==> src/rtl/clock_repl_pkg.sv <==
package clock_repl_pkg;

    typedef enum logic [0:0] {
        SWEEP_IDLE = 1'b0,
        SWEEP_RUN  = 1'b1
    } sweep_state_e;

    // Longest sweep in cycles: one full lap clearing, then the start frame again.
    function automatic int unsigned worst_sweep(input int unsigned frames);
        return frames + 1;
    endfunction

endpackage

==> src/rtl/clock_refbit_array.sv <==
module clock_refbit_array #(
    parameter int unsigned N_FRAMES = 6,
    parameter int unsigned FRAME_W  = 3
) (
    input  logic                clk,
    input  logic                rst,
    input  logic                set_en,
    input  logic [FRAME_W-1:0]  set_idx,
    input  logic                clr_en,
    input  logic [FRAME_W-1:0]  clr_idx,
    output logic [N_FRAMES-1:0] ref_bits
);

    for (genvar g = 0; g < N_FRAMES; g++) begin : g_bit
        localparam logic [FRAME_W-1:0] MY_IDX = FRAME_W'(g);
        always_ff @(posedge clk) begin
            if (rst) begin
                ref_bits[g] <= 1'b0;
            end else if (set_en && set_idx == MY_IDX) begin
                ref_bits[g] <= 1'b1;
            end else if (clr_en && clr_idx == MY_IDX) begin
                ref_bits[g] <= 1'b0;
            end
        end
    end


    access_wins_chk: assert property (@(posedge clk) disable iff (rst)
        set_en |=> ref_bits[$past(set_idx)]);


    sweep_clear_chk: assert property (@(posedge clk) disable iff (rst)
        (clr_en && !(set_en && set_idx == clr_idx)) |=> !ref_bits[$past(clr_idx)]);

endmodule

==> src/rtl/clock_hand_sweep.sv <==
module clock_hand_sweep
    import clock_repl_pkg::*;
#(
    parameter int unsigned N_FRAMES = 6,
    parameter int unsigned FRAME_W  = 3
) (
    input  logic                clk,
    input  logic                rst,
    input  logic                req,
    input  logic [N_FRAMES-1:0] ref_bits,
    output logic                clr_en,
    output logic [FRAME_W-1:0]  clr_idx,
    output logic                busy,
    output logic                done,
    output logic [FRAME_W-1:0]  victim
);

    localparam logic [FRAME_W-1:0] LAST_IDX = FRAME_W'(N_FRAMES - 1);
    localparam int unsigned        CNT_W    = FRAME_W + 1;
    localparam logic [CNT_W-1:0]   CNT_MAX  = CNT_W'(worst_sweep(N_FRAMES));

    sweep_state_e             state;
    logic [FRAME_W-1:0]       hand;
    logic [FRAME_W-1:0]       hand_next;
    logic                     cur_set;

    always_comb begin
        hand_next = (hand == LAST_IDX) ? '0 : hand + 1'b1;
        cur_set   = ref_bits[hand];
        clr_en    = (state == SWEEP_RUN) && cur_set;
        clr_idx   = hand;
        busy      = (state == SWEEP_RUN);
    end

    always_ff @(posedge clk) begin
        if (rst) begin
            state  <= SWEEP_IDLE;
            hand   <= '0;
            done   <= 1'b0;
            victim <= '0;
        end else begin
            done <= 1'b0;
            case (state)
                SWEEP_IDLE: begin
                    if (req) state <= SWEEP_RUN;
                end
                SWEEP_RUN: begin
                    hand <= hand_next;
                    if (!cur_set) begin
                        victim <= hand;
                        done   <= 1'b1;
                        state  <= SWEEP_IDLE;
                    end
                end
                default: state <= SWEEP_IDLE;
            endcase
        end
    end

    // Cycle counter for the latency bound check.
    logic [CNT_W-1:0] sweep_cnt;
    always_ff @(posedge clk) begin
        if (rst || state == SWEEP_IDLE) sweep_cnt <= '0;
        else                            sweep_cnt <= sweep_cnt + 1'b1;
    end


    sweep_bound_chk: assert property (@(posedge clk) disable iff (rst)
        (state == SWEEP_RUN) |-> (sweep_cnt < CNT_MAX));


    done_pulse_chk: assert property (@(posedge clk) disable iff (rst)
        done |=> !done);


    busy_done_excl_chk: assert property (@(posedge clk) disable iff (rst)
        !(busy && done));


    busy_end_chk: assert property (@(posedge clk) disable iff (rst)
        $fell(busy) |-> done);


    victim_clear_chk: assert property (@(posedge clk) disable iff (rst)
        (done && !$past(rst)) |-> (($past(ref_bits) >> victim) & N_FRAMES'(1)) == '0);

endmodule

==> src/rtl/clock_victim_select.sv <==
module clock_victim_select #(
    parameter int unsigned N_FRAMES = 6,
    localparam int unsigned FRAME_W = (N_FRAMES > 1) ? $clog2(N_FRAMES) : 1
) (
    input  logic               clk,
    input  logic               rst,
    input  logic               acc_valid,
    input  logic [FRAME_W-1:0] acc_frame,
    input  logic               victim_req,
    output logic               busy,
    output logic               done,
    output logic [FRAME_W-1:0] victim
);

    logic                acc_ok;
    logic [N_FRAMES-1:0] ref_bits;
    logic                clr_en;
    logic [FRAME_W-1:0]  clr_idx;

    assign acc_ok = acc_valid && ({1'b0, acc_frame} < (FRAME_W + 1)'(N_FRAMES));

    clock_refbit_array #(.N_FRAMES(N_FRAMES), .FRAME_W(FRAME_W)) u_bits (
        .clk      (clk),
        .rst      (rst),
        .set_en   (acc_ok),
        .set_idx  (acc_frame),
        .clr_en   (clr_en),
        .clr_idx  (clr_idx),
        .ref_bits (ref_bits)
    );

    clock_hand_sweep #(.N_FRAMES(N_FRAMES), .FRAME_W(FRAME_W)) u_sweep (
        .clk      (clk),
        .rst      (rst),
        .req      (victim_req),
        .ref_bits (ref_bits),
        .clr_en   (clr_en),
        .clr_idx  (clr_idx),
        .busy     (busy),
        .done     (done),
        .victim   (victim)
    );


    range_guard_chk: assert property (@(posedge clk) disable iff (rst)
        (acc_valid && {1'b0, acc_frame} >= (FRAME_W + 1)'(N_FRAMES)) |=>
            $stable(ref_bits) || $past(clr_en));

endmodule

==> config.mk <==
export PLATFORM = sky130hd
export DESIGN_NAME = clock_victim_select
export DESIGN_NICKNAME = d
export VERILOG_FILES = /design/src/rtl/clock_repl_pkg.sv /design/src/rtl/clock_refbit_array.sv /design/src/rtl/clock_hand_sweep.sv /design/src/rtl/clock_victim_select.sv
export SDC_FILE = /design/constraint.sdc
export NUM_CORES = 1
export LEC_CHECK = 0
export BUFFER_PORTS_ARGS = -buffer_cell sky130_fd_sc_hd__buf_2
export CAP_MARGIN = 20
export CORE_ASPECT_RATIO = 1.4
export CORE_UTILIZATION = 35
export CTS_BUF_LIST = sky130_fd_sc_hd__clkbuf_8
export CTS_CLUSTER_SIZE = 10
export DETAILED_ROUTE_END_ITERATION = 12
export PLACE_DENSITY = 0.6
export SLEW_MARGIN = 20
export SYNTH_ARGS = -nofsm -noshare
export SYNTH_HDL_FRONTEND = slang
export SYNTH_SLANG_ARGS = --single-unit
==> constraint.sdc <==
create_clock -name clk -period 1.75 [get_ports clk]
set_input_delay 0.35 -clock clk [delete_from_list [all_inputs] [get_ports clk]]
set_output_delay 0.35 -clock clk [all_outputs]
set_load 0.02 [all_outputs]
==> impl_metrics.tcl <==
set metrics [dict create \
    worstSetupPathType "reg2reg" \
    dp_cells 104 \
    clockBufferDepth 2 \
    grt_pass1_wl_mm 2.23 \
    layout_setup_ws_ps 180 \
    worst_pin_slew_ps 404 \
    ir_worst_vdd_v 0.000511 \
    cts_resized 0 \
    postSynthCellCount 76 \
    track_usage_pct 15.3 \
    cp-end-kind "flip-flop" \
    fin_cells 108 \
    hp-class "in2reg" \
    setup-violations-final 0 \
    gp_congestion 0.739 \
    dieArea_sq_um 2150 \
    drt_pass1_iterations 4 \
    cts_inserted_buffers 3 \
    yosysSeqAreaShare_pct 40.7 \
    fp.dieH_microns 54.5 \
    coreArea_sq_um 1800 \
    critical_path.cell_chain "mux2i_1, o31ai_2, a211oi_4, mux2i_1" \
    critPathSlowestCell "dfxtp_1" \
    drt-initial-drc-count 14 \
    setup-tns-final_ps 0 \
    critPathMostFrequentCell "mux2i_1" \
    rsz0062_at_grt "false" \
    row_count 18 \
    clkLatencyLatePin_ps 250 \
    portBuffers 11 \
    grt_pass1_vias 540 \
    timing.hold.ws_ps 363 \
    clkSinkCount 14 \
    ant_nets 0 \
    initial_core_util_pct 38.2 \
    htreeDepth 1 \
    max_stage_delay_ps 510 \
    r2r_cells 4 \
    leakagePower_uw 0.000295 \
    syn-num-nets 84 \
    fp.dieW_microns 39.5 \
    skew_ps 1.75 \
    worst_ep_arrival_time_ps 1750 \
    ys_warn_count 0 \
    crit_buf_inv 0 \
    utilization_pct 45.3 \
    postSynthAreaPerCell_sq_um 9.05 \
    max_freq_mhz 637 \
    worstPathMaxFanout 8 \
    syn_area_sq_um 688 \
    hold_buffers 0 \
    route.detailed.drc 0 \
    start_kind "flip-flop" \
    viasPerCell 5.34 \
    avgRoutedWirePerCell_microns 12.5 \
    cp-endpoint "u_sweep.victim[0]$_SDFFE_PP0P_" \
    antenna_found_initial 0 \
    clkTransAtPathRegs_ps 60 \
    nets 97 \
    required_ps 1930 \
    grt_max_degree 18 \
    vias 577 \
    cp.depth 4 \
    finalHoldViolCount 0 \
    power.density_nw_per_um2 932 \
    worstSetupStartpoint "u_sweep.clr_idx[0]$_SDFFE_PP0P_" \
    reg2reg_slack_ps 180 \
    drive_gt1_share_pct 21.6 \
    r2r-end "u_sweep.victim[0]$_SDFFE_PP0P_" \
    period_share_pct 89.7 \
    min_period_ps 1570 \
    path_delay_family "multiplexers" \
    finalWirelength_mm 1.35 \
    place_ws_ps 177 \
    area_growth_syn_to_layout_pct 18.5 \
    cts_root_buffer "clkbuf_8" \
    cts_setup_buffers 0 \
    cap_viol_max_count 0 \
    rr_startpoint "u_sweep.clr_idx[0]$_SDFFE_PP0P_" \
    ys_types 26 \
    grt_overflow_total 0 \
    slew_headroom_pct 73.1 \
    cts_tree "yes" \
    ys_ff_latch 14 \
    io_pins 12 \
    outcome "finished clean" \
    num_antenna_cells 0 \
    slew_viol_final 0 \
    place_hpwl_microns 999 \
]
==> cells in the final DEF, fill, tap and decap left out, drive strengths merged, types with 2 or more instances in the layout <==
master / netlist / layout
clkbuf: 2 / 4
nor3: 2 / 2
nor2b: 4 / 4
nand2b: 6 / 6
a211oi: 2 / 2
nand2: 5 / 5
a31oi: 3 / 3
nor2: 7 / 7
o31ai: 4 / 4
a32oi: 2 / 2
buf: 3 / 13
inv: 2 / 2
dfxtp: 14 / 14
mux2i: 7 / 7
a21oi: 3 / 3
nand4: 2 / 2
==> where the power goes <==
part | internal, uW | switching [uW]
logic | 43.4 | 49.8
registers | 333 | 17.8
clock network | 200 | 117
total | 576 | 184
==> cell type report <==
cell class / instances / area [sq um]
Timing Repair Buffer: 13 / 70.1
Tap cell: 20 / 25.0
Sequential cell: 14 / 280
Multi-Input combinational cell: 55 / 378
Fill cell: 185 / 986
Inverter: 2 / 7.51
Clock buffer: 4 / 55.1
==> registers in the layout, summed over array words and instances (netlist names) <==
register and flops:
u_sweep.victim 3, u_sweep.clr_idx 3, u_sweep.busy 1, u_bits.ref_bits 6, u_sweep.done 1
==> worst min path at each step <==
stage | endpoint | slack, ps | cells past startpoint | startpoint
after global placement | u_sweep.victim[1]$_SDFFE_PP0P_ | 460 | 2 | u_sweep.victim[1]$_SDFFE_PP0P_
after CTS | u_sweep.busy$_SDFF_PP0_ | 370 | 3 | victim_req
after global routing | u_sweep.busy$_SDFF_PP0_ | 410 | 3 | victim_req
after floorplan | u_sweep.done$_SDFF_PP0_ | 420 | 1 | rst
final | u_sweep.busy$_SDFF_PP0_ | 360 | 3 | victim_req
after detailed placement | u_sweep.victim[0]$_SDFFE_PP0P_ | 470 | 2 | u_sweep.victim[0]$_SDFFE_PP0P_
==> cells in the mapped netlist <==
cell type | count | share of area, %
nor2b_1 | 4 | 3.6
buf_2 | 3 | 2.2
a31oi_1 | 3 | 2.7
nor2_1 | 7 | 3.8
ha_1 | 1 | 1.8
and2_1 | 1 | 0.91
o21ai_0 | 1 | 0.73
nand3b_1 | 1 | 1.1
o32a_1 | 1 | 1.5
nand2_1 | 5 | 2.7
clkbuf_1 | 2 | 1.1
inv_1 | 2 | 1.1
dfxtp_1 | 14 | 41
o31ai_2 | 1 | 1.8
mux2i_1 | 7 | 10
nand4_1 | 2 | 1.8
nand3_1 | 1 | 0.73
nor3_1 | 2 | 1.5
a21oi_1 | 3 | 2.2
a211oi_1 | 1 | 1.1
o31ai_1 | 3 | 3.3
a211oi_4 | 1 | 2.9
nand2b_1 | 6 | 5.5
a32oi_1 | 2 | 2.5
xnor2_1 | 1 | 1.3
a311oi_1 | 1 | 1.3
==> through the flow <==
step                      total power [uW]  instance area (sq um)
after global placement                 450                    761
after detailed placement               450                    761
after floorplan                        420                    688
final                                  760                    816
after global routing                   791                    816
after CTS                              770                    816
==> logic make-up (layout without fill, tap and decap cells) <==
| group | count (synthesis) | after routing | share of synthesized area [%] |
|---|---|---|---|
| XOR/XNOR | 1 | 1 | 1.27 |
| multiplexers | 7 | 7 | 10.2 |
| buffers and inverters | 7 | 19 | 4.36 |
| flip-flops | 14 | 14 | 40.7 |
| AND/OR/NAND/NOR | 29 | 29 | 21.6 |
| adder cells (fa/ha/maj) | 1 | 1 | 1.82 |
| AO/OA/AOI/OAI | 17 | 17 | 20.0 |
==> worst reg2reg max path, stage by stage, from the launching register on <==
cell and delay, ps:
dfxtp_1 510, mux2i_1 320, o31ai_2 110, a211oi_4 340, mux2i_1 220
==> per-layer routing <==
| layer | part of all wire (%) | routed length, microns | global-route usage, % | vias to the layer above |
|---|---|---|---|---|
| li1 | - | - | - | 296 |
| met1 | 47 | 632 | 18.4 | 259 |
| met2 | 47 | 633 | 24.3 | 18 |
| met3 | 3.6 | 49 | 2.44 | 4 |
| met4 | 2.5 | 34 | 10.3 | 0 |
| met5 | 0 | 0 | 0 | - |
Note: power is estimated with default switching activity, not from simulation.
